## config.mk

```make
export PLATFORM = sky130hd
export DESIGN_NAME = bitop_unit
export DESIGN_NICKNAME = d
export VERILOG_FILES = /design/src/rtl/bitop_pkg.sv /design/src/rtl/bitop_decode.sv /design/src/rtl/bitop_merge.sv /design/src/rtl/bitop_unit.sv
export SDC_FILE = /design/constraint.sdc
export NUM_CORES = 1
export LEC_CHECK = 0
export BUFFER_PORTS_ARGS = -buffer_cell sky130_fd_sc_hd__buf_2
export CORE_AREA = 5 5 78 59
export DETAILED_ROUTE_END_ITERATION = 8
export DIE_AREA = 0 0 83 64
export GPL_TIMING_DRIVEN = 0
export PLACE_DENSITY = 0.75
export SLEW_MARGIN = 20
export SYNTH_ARGS = -nofsm -noshare
export SYNTH_HDL_FRONTEND = slang
export SYNTH_HIERARCHICAL = 1
export SYNTH_SLANG_ARGS = --single-unit
```

## constraint.sdc

```tcl
create_clock -name clk -period 7.1 [get_ports clk]
set_input_delay 1.42 -clock clk [delete_from_list [all_inputs] [get_ports clk]]
set_output_delay 1.42 -clock clk [all_outputs]
set_load 0.02 [all_outputs]
```

## src/rtl/bitop_pkg.sv

```systemverilog
package bitop_pkg;

    typedef enum logic [3:0] {
        OP_CLRB = 4'd0,
        OP_SETB = 4'd1,
        OP_CPLB = 4'd2,
        OP_LDC  = 4'd3,
        OP_STC  = 4'd4,
        OP_ANDC = 4'd5,
        OP_ORC  = 4'd6,
        OP_JSET = 4'd7,
        OP_CLRC = 4'd8,
        OP_SETC = 4'd9,
        OP_CPLC = 4'd10
    } bop_e;

    typedef enum logic [1:0] {
        PH_IDLE = 2'd0,
        PH_RD   = 2'd1,
        PH_WR   = 2'd2
    } phase_e;

    typedef struct packed {
        phase_e     ph;
        bop_e       op;
        logic [7:0] baddr;
        logic [2:0] bidx;
        logic       hit;
        logic [7:0] wbyte;
        logic       wr;
        logic       carry;
        logic       branch;
    } bstate_t;

endpackage

```

## src/rtl/bitop_decode.sv

```systemverilog
module bitop_decode #(
    parameter logic [7:0]  RAM_BASE = 8'h20,
    parameter logic [15:0] SFR_MAP  = 16'h7BFF
) (
    input  logic [7:0] bit_addr,
    output logic [7:0] byte_addr,
    output logic [2:0] bit_idx,
    output logic       hit
);
    localparam int SLOT_W = 4;

    logic [SLOT_W-1:0] slot;

    always_comb begin
        slot    = bit_addr[6:3];
        bit_idx = bit_addr[2:0];
        if (!bit_addr[7]) begin
            byte_addr = RAM_BASE + {4'b0000, slot};
            hit       = 1'b1;
        end else begin
            byte_addr = {bit_addr[7:3], 3'b000};
            hit       = SFR_MAP[slot];
        end
    end

endmodule

```

## src/rtl/bitop_merge.sv

```systemverilog
module bitop_merge
    import bitop_pkg::*;
(
    input  bop_e       op,
    input  logic [7:0] rbyte,
    input  logic [2:0] idx,
    input  logic       carry_in,
    output logic [7:0] wbyte,
    output logic       wr,
    output logic       carry_out,
    output logic       branch
);
    logic bitv;

    always_comb begin
        bitv      = rbyte[idx];
        wbyte     = rbyte;
        wr        = 1'b0;
        carry_out = carry_in;
        branch    = 1'b0;
        case (op)
            OP_CLRB: begin wbyte[idx] = 1'b0;     wr = 1'b1; end
            OP_SETB: begin wbyte[idx] = 1'b1;     wr = 1'b1; end
            OP_CPLB: begin wbyte[idx] = ~bitv;    wr = 1'b1; end
            OP_STC:  begin wbyte[idx] = carry_in; wr = 1'b1; end
            OP_LDC:  carry_out = bitv;
            OP_ANDC: carry_out = carry_in & bitv;
            OP_ORC:  carry_out = carry_in | bitv;
            OP_JSET: branch    = bitv;
            OP_CLRC: carry_out = 1'b0;
            OP_SETC: carry_out = 1'b1;
            OP_CPLC: carry_out = ~carry_in;
            default: ;
        endcase
    end

    // the merged byte differs from the read byte in at most one bit
    always_comb begin
        p_one_bit_r3: assert ($countones(wbyte ^ rbyte) <= 1);
    end

endmodule

```

## src/rtl/bitop_unit.sv

```systemverilog
module bitop_unit
    import bitop_pkg::*;
#(
    parameter logic [7:0]  RAM_BASE = 8'h20,
    parameter logic [15:0] SFR_MAP  = 16'h7BFF
) (
    input  logic       clk,
    input  logic       rst_n,
    input  logic       start,
    input  logic [3:0] op,
    input  logic [7:0] bit_addr,
    output logic [7:0] mem_addr,
    output logic       mem_rd,
    input  logic [7:0] mem_rdata,
    output logic       mem_we,
    output logic [7:0] mem_wdata,
    output logic       carry,
    output logic       branch_taken,
    output logic       done
);
    bstate_t    st_q, st_d;
    logic [7:0] dec_byte;
    logic [2:0] dec_idx;
    logic       dec_hit;
    logic [7:0] rbyte;
    logic [7:0] m_wbyte;
    logic       m_wr, m_carry, m_branch;

    bitop_decode #(.RAM_BASE(RAM_BASE), .SFR_MAP(SFR_MAP)) u_dec (
        .bit_addr (bit_addr),
        .byte_addr(dec_byte),
        .bit_idx  (dec_idx),
        .hit      (dec_hit)
    );

    assign rbyte = st_q.hit ? mem_rdata : 8'h00;

    bitop_merge u_merge (
        .op       (st_q.op),
        .rbyte    (rbyte),
        .idx      (st_q.bidx),
        .carry_in (st_q.carry),
        .wbyte    (m_wbyte),
        .wr       (m_wr),
        .carry_out(m_carry),
        .branch   (m_branch)
    );

    always_comb begin
        st_d = st_q;
        case (st_q.ph)
            PH_IDLE: begin
                if (start) begin
                    st_d.ph    = PH_RD;
                    st_d.op    = bop_e'(op);
                    st_d.baddr = dec_byte;
                    st_d.bidx  = dec_idx;
                    st_d.hit   = dec_hit;
                    st_d.wr    = 1'b0;
                end
            end
            PH_RD: begin
                st_d.ph     = PH_WR;
                st_d.wbyte  = m_wbyte;
                st_d.wr     = m_wr & st_q.hit;
                st_d.carry  = m_carry;
                st_d.branch = m_branch;
            end
            default: begin
                st_d.ph = PH_IDLE;
                st_d.wr = 1'b0;
            end
        endcase
    end

    always_ff @(posedge clk or negedge rst_n) begin
        if (!rst_n) st_q <= '0;
        else        st_q <= st_d;
    end

    assign mem_addr     = (st_q.ph != PH_IDLE) ? st_q.baddr : 8'h00;
    assign mem_rd       = (st_q.ph == PH_RD) && st_q.hit;
    assign mem_we       = (st_q.ph == PH_WR) && st_q.wr;
    assign mem_wdata    = st_q.wbyte;
    assign done         = (st_q.ph == PH_WR);
    assign carry        = st_q.carry;
    assign branch_taken = st_q.branch;

    // done is a single-cycle pulse
    p_done_single_r9: assert property (@(posedge clk) disable iff (!rst_n)
        done |=> !done);

    // writes only happen in the done cycle
    p_we_in_done_r9: assert property (@(posedge clk) disable iff (!rst_n)
        mem_we |-> done);

    // write-back goes to the byte that was read
    p_wr_same_byte_r3: assert property (@(posedge clk) disable iff (!rst_n)
        mem_we |-> mem_addr == $past(mem_addr));

    // an absent register slot is never accessed
    p_absent_untouched_r8: assert property (@(posedge clk) disable iff (!rst_n)
        (mem_rd || mem_we) |-> (!mem_addr[7] || SFR_MAP[mem_addr[6:3]]));

    // carry only changes on entry to a done cycle
    p_carry_moves_at_done_r7: assert property (@(posedge clk) disable iff (!rst_n)
        !$stable(carry) |-> done);

    // carry-only and test ops never write memory
    p_write_ops_only_r7: assert property (@(posedge clk) disable iff (!rst_n)
        mem_we |-> (st_q.op inside {OP_CLRB, OP_SETB, OP_CPLB, OP_STC}));

endmodule

```

==> reports/results.tsv, run 1 <==
metric	value	unit
status	finished clean	
swShare	34.9	%
rsz0062_at_grt	no	
clkSlewWorstSetupHoldPaths	0.06	ns
die_x	83	um
cts_sinks	29	
wirelength	3.51	mm
syn-instance-count	164	
irDropWorstVdd	196	uV
power_density	317	nW/um^2
fin_crit_sh	46.2	%
synth_top_cell_area_share	40.2	%
drive_above_1_share	49.3	%
crit_type	in -> reg	
p_int	445	uW
pwr-share-clk	19.9	%
worstPathMaxFanout	5	
slew_headroom	58.7	%
yosys.area.top_type	dfrtp_1	
cts-resized-gates	0	
synth_async_sr_flop_share	100	%
fin_tns_setup	0	ns
dp_slack	3.53	ns
drt-pass1-iter-count	4	
n_fill_cell	346	
seq_area_frac_synth	40.2	%
postCtsSetupBuffers	0	
ys_ff_latch	29	
synth.most_common_cell	dfrtp_1	
grt_max_degree	30	
nets	234	
clk_latency	0.28	ns
grt_overflow	0	
rrSetupSlack	4.32	ns
grt_pass1_wl	6.16	mm
fin_ws	3.82	ns
io_pins	44	
gr-usage-all-layers	14.4	%
h-tree-depth	2	
port_buffers	40	
critPathCaptureType	flop	
synth-main-ff-cell	dfrtp_1	
dieArea	5310	um^2
power_frac_seq	35.7	%
hpwl	2.65	mm
worst_slew_pin_slew	0.620	ns
drt-wirelength-per-cell	13.3	um
cts_tree	yes	
drv_slew	0	
crit_arrival	3.45	ns
clock-root-buffer	clkbuf_8	
p_leak	0.00103	uW
yosys_warnings	6	
syn_area_per_cell	11.0	um^2
num_vias	1314	
clk_path_buf_depth	2	
dr.first_iter.drc_count	67	
numCtsBuffers	5	
ctsHoldBuffers	0	
grt_pass1_vias	1315	
skew	0.00631	ns
synth_commonest_cells	dfrtp_1, mux2_2, buf_4, nor2b_1, nor2_1	
fin_crit	3.28	ns
place_congestion	0.822	
combPwrFrac	44.4	%
finalHoldViolations	0	
critPathLaunchType	primary input	
cp.required	7.27	ns
hp-class	reg -> reg	
max_freq	305	MHz
drcViolationCount	0	
hold_ws	0.498	ns
synth_area	1800	um^2
vias_per_cell	5.00	
synth_edf_count	0	
initial_core_util	48.0	%
fp-row-count	19	
cap_viol_max_count	0	
core-area	3760	um^2
drt.antenna.violating_nets	0	
synthesis.nets	187	
ys_types	37	
die_h	64	um
grt_antenna_before_repair	0	
area_growth	19.5	%
antenna_cells	0	
power	684	uW
setup_viol_count_final	0	
switchingPower	239	uW
ys_top_cells_by_area	dfrtp_1, mux2_2, mux2_4	
[layout by cell type (no fill, tap or decap), drive strengths merged, types with 2 or more instances in the layout]
cell	netlist	routed
a21oi	9	9
a31oi	2	2
and2	11	11
and2b	3	3
buf	15	55
clkbuf	5	12
dfrtp	29	29
inv	3	3
mux2	27	27
mux2i	4	4
nand2	4	4
nand2b	5	5
nand3	2	2
nor2	10	10
nor2b	12	12
nor3	4	4
o21ai	3	3
o22a	3	3
or3b	2	2
[sequential cells by signal (all words and copies together), names as in the netlist]
| register | flops |
|---|---|
| carry | 1 |
| branch_taken | 1 |
| mem_wdata | 8 |
| st_q | 19 |
[power by group through the flow]
stage               clock network, uW  logic, uW  registers (uW)
floorplan                           0        234             243
finish                            136        304             244
global route                      148        332             251
global placement                    0        301             245
CTS                               139        306             244
detailed placement                  0        305             247
[cells by family (layout without fill, tap and decap cells)]
logic type / count (synthesis) / count (layout) / synth area share, %
simple gates: 57 / 57 / 19.7
mux: 32 / 32 / 22.2
flops: 29 / 29 / 40.2
buf+inv: 24 / 71 / 9.50
compound gates: 20 / 20 / 7.35
fa+ha+maj: 1 / 1 / 0.555
xor+xnor: 1 / 1 / 0.486
[critical path: stages]
cell and delay (ns):
buf_2 0.07, and2_1 0.15, mux2i_1 0.07, mux4_2 0.54, and4_4 0.22, or3b_4 0.42
o32a_1 0.30, mux2_2 0.26
[metal layers]
layer	routed length [um]	vias up	global-route usage (%)
met5	0	-	0
met4	82	0	7.35
met3	149	8	3.98
met2	1530	31	22.0
met1	1740	627	18.9
li1	-	648	-
[final cells by class]
class	instances	area (um^2)	area share, %
tap	52	65.1	3.02
buffer	21	160	7.43
multi-input combinational	111	907	42.1
inverter	3	11.3	0.522
timing repair buffer	40	200	9.29
clock buffer	7	86.3	4.00
sequential	29	726	33.7
[final timing paths]
kind / from / end / cells after the start
hold reg to reg: st_q[18]$_DFFE_PN0P_ / st_q[18]$_DFFE_PN0P_ / 1
hold / removal: st_q[18]$_DFFE_PN0P_ / st_q[18]$_DFFE_PN0P_ / 1
setup reg to reg: st_q[11]$_DFFE_PN0P_ / mem_wdata[1]$_DFFE_PN0N_ / 8
max in group asynchronous: rst_n / st_q[25]$_DFFE_PN0P_ / 1
min in group asynchronous: rst_n / st_q[13]$_DFFE_PN0P_ / 1
setup / recovery: mem_rdata[6] / mem_wdata[1]$_DFFE_PN0N_ / 8
[stage by stage]
step	area, um^2	instances	util (%)
after floorplan	1800	164	-
final	2160	263	57.4
after CTS	2160	263	57.4
after global placement	2070	256	55.1
after detailed placement	2070	256	55.1
after global routing	2160	263	57.4
(Power assumes the default switching activity.)
==> run 2, diff against run 1 <==
- ABC_AREA: default -> 1
- CORE_AREA: 5 5 78 59 -> 5 5 82 61
- DIE_AREA: 0 0 83 64 -> 0 0 87 66
- clock period: 7.1 -> 3.35 ns (I/O delays scaled with it)
==> run 2 against run 1 <==
  * Total power increased by 120%
  * Sequential share of layout area decreased by 2.7 points
  * Clock-buffer cell count is the same
  * Die area grew 8.1%
  * Largest power group unchanged
  * Worst setup slack lost 2.5 ns
  * Sequential power up 110%
  * Highest routed layer unchanged
==> reports/results.tsv, run 2 <==
metric	value	unit	change
status	finished clean		unchanged
clk_latency	0.28	ns	about the same
synth_async_sr_flop_share	100	%	unchanged
synth-main-ff-cell	dfrtp_1		unchanged
ys_top_cells_by_area	dfrtp_1, nand2_1, inv_1		was dfrtp_1, mux2_2, mux2_4
drcViolationCount	0		unchanged
clkSlewWorstSetupHoldPaths	0.06	ns	about the same
top_register	st_q		unchanged
grtUsageMet2	25.0	%	was 22.0%
ys_ff_latch	29		unchanged
skew	0.00396	ns	was 0.00631 ns
fin_tns_setup	0	ns	unchanged
synthXorXnorAreaFrac	0	%	was 0.485%
synth_top_cell_area_share	36.6	%	was 40.2%
critPathBufInv	2		was 1
nets	378		was 234
max_freq	484	MHz	
drv_slew	0		unchanged
final_cell_mix	nand2_1, inv_1, buf_2, nand3_1, nor2_1		was buf_2, dfrtp_1, mux2_2, nor2b_1, buf_4
cts-resized-gates	0		unchanged
cap_viol_max_count	0		unchanged
critPathCaptureType	primary output		was flop
wirelength	4.25	mm	was 3.51 mm
cp.required	2.68	ns	was 7.27 ns
dr.first_iter.drc_count	110		was 67
ys_types	25		was 37
initial_core_util	47.5	%	was 48.0%
yosys.area.top_type	dfrtp_1		unchanged
cts_sinks	29		unchanged
irDropWorstVdd	320	uV	was 196 uV
cts_tree	yes		unchanged
critPathSlowestCell	dfrtp_1		was mux4_2
place_congestion	0.810		was 0.822
ctsHoldBuffers	0		unchanged
numCtsBuffers	5		unchanged
port_buffers	38		was 40
hpwl	3.32	mm	was 2.65 mm
layout_commonest_cell	nand2_1		was buf_2
drt-pass1-iter-count	5		was 4
clock-root-buffer	clkbuf_8		unchanged
stdcell_count	411		was 263
die_x	87	um	was 83 um
fin_crit	2.07	ns	
grt_pass1_vias	1750		was 1315
synth_area	1980	um^2	was 1800 um^2
syn-instance-count	310		was 164
synth_commonest_cells	nand2_1, inv_1, nand3_1		was dfrtp_1, mux2_2, buf_4, nor2b_1, nor2_1
gr-usage-all-layers	16.9	%	was 14.4%
reg2regPathDepth	14		was 8
crit_arrival	1.40	ns	was 3.45 ns
h-tree-depth	2		unchanged
synth_fa_ha_area_share	0	%	was 0.555%
die_h	66	um	was 64 um
setup_viol_count_final	0		unchanged
worstPathMaxFanout	10		was 5
fp-row-count	20		was 19
crit_type	reg -> out		was in -> reg
drt.antenna.violating_nets	0		unchanged
rsz0062_at_grt	no		unchanged
yosys.area_share.simple	40.9	%	was 19.7%
num_vias	1895		was 1314
io_pins	44		unchanged
worst_slew_pin_slew	0.648	ns	was 0.620 ns
worstSetupPathDepth	4		was 8
yosys_warnings	6		unchanged
grt_util_met3	5.48	%	was 3.98%
synth.most_common_cell	nand2_1		was dfrtp_1
synth_top_family_by_area	simple AND/OR/NAND/NOR gates		was multiplexers
hold_ws	0.412	ns	was 0.498 ns
syn_area_per_cell	6.40	um^2	was 11.0 um^2
synth_compound_area_share	3.66	%	was 7.35%
fin_crit_sh	61.7	%	
power_density	628	nW/um^2	was 317 nW/um^2
drive_above_1_share	23.6	%	was 49.3%
grt_use_met1	23.5	%	was 18.9%
synthesis.nets	333		was 187
slew_headroom	56.8	%	was 58.7%
cp_cell_sequence	nor2_4, buf_4, nor2_1, buf_2		was buf_2, and2_1, mux2i_1, mux4_2, and4_4, or3b_4, o32a_1, mux2_2
largest_register_ffs	19		unchanged
critPathLaunchType	flop		was primary input
grt_pass1_wl	7.60	mm	was 6.16 mm
grt_busiest_layer	met2		unchanged
crit_path_max_incr_delay	0.43	ns	was 0.54 ns
multi_input_area	883	um^2	was 907 um^2
post-route-util	56.1	%	was 57.4%
p_leak	0.00146	uW	was 0.00103 uW
placedCellCount	403		was 256
final-seq-area	726	um^2	unchanged
grt_overflow	0		unchanged
vias_per_cell	4.61		was 5.00
hp-class	in -> async		was reg -> reg
grt_antenna_before_repair	0		unchanged
clk_path_buf_depth	2		unchanged
n_fill_cell	432		was 346
drt-wirelength-per-cell	10.3	um	was 13.3 um
synth_edf_count	0		unchanged
antenna_cells	0		unchanged
postCtsSetupBuffers	0		unchanged
grt_max_degree	30		unchanged
synth.area.mux_share	0	%	was 22.2%
area_growth	18.2	%	was 19.5%
critical-path-top-delay-family	flip-flops		was multiplexers
core-area	4180	um^2	was 3760 um^2
finalHoldViolations	0		unchanged
dieArea	5740	um^2	was 5310 um^2
seq_area_frac_synth	36.6	%	was 40.2%
## run 2: cell types whose count changed after synthesis, moves of 9 or more
cell | previous run | this run
and2_1 | 9 | 0
inv_1 | 3 | 50
mux2_2 | 18 | 0
mux2_4 | 9 | 0
nand2_1 | 4 | 114
nand3_1 | 2 | 31
nor2_1 | 10 | 30
nor2b_1 | 12 | 0
## run 2: area by class of cell
cell class                      count  share of cell area [%]
Sequential cell                    29                    31.0
Timing Repair Buffer               38                    8.12
Tap cell                           55                    2.94
Buffer                             22                    6.78
Clock buffer                        7                    4.11
Inverter                           56                    9.18
Multi-Input combinational cell    203                    37.7
Clock inverter                      1                   0.214
## run 2: final timing paths
check	endpoint	start	slack, ns
max	mem_addr[4]	st_q[27]$_DFFE_PN0P_	1.28
min	st_q[21]$_DFFE_PN0P_	rst_n	0.41
max reg2reg	mem_wdata[4]$_DFFE_PN0N_	st_q[11]$_DFFE_PN0P_	1.61
min reg2reg	st_q[15]$_DFFE_PN0P_	st_q[15]$_DFFE_PN0P_	0.47
max in group asynchronous	mem_wdata[4]$_DFFE_PN0N_	rst_n	2.51
min in group clk	st_q[15]$_DFFE_PN0P_	st_q[15]$_DFFE_PN0P_	0.47
## run 2: kinds of logic (layout without fill, tap and decap cells)
| family | after synthesis | in the layout |
|---|---|---|
| AO/OA/AOI/OAI | 13 | 13 |
| buffers and inverters | 78 | 124 |
| flip-flops | 29 | 29 |
| AND/OR/NAND/NOR | 190 | 190 |
## run 2: routing by layer
metal / vias up / wire length, um
met1: 842 / 2130
li1: 1002 / -
met5: - / 0
met4: 0 / 14
met3: 2 / 285
met2: 49 / 1820
## run 2: report_power, final
| group | internal [uW] | leakage [uW] | total (uW) | switching (uW) |
|---|---|---|---|---|
| sequential | 441 | 0.000369 | 513 | 71.4 |
| combinational | 248 | 0.00103 | 646 | 398 |
| clock | 185 | 0.0000542 | 314 | 128 |
## run 2: through the flow
stage,setup slack [ns],power (uW),area [um^2]
floorplan,1.66,1010,1980
global placement,1.58,1160,2240
detailed placement,1.55,1170,2240
CTS,1.26,1490,2340
global route,1.13,1610,2340
finish,1.28,1470,2340
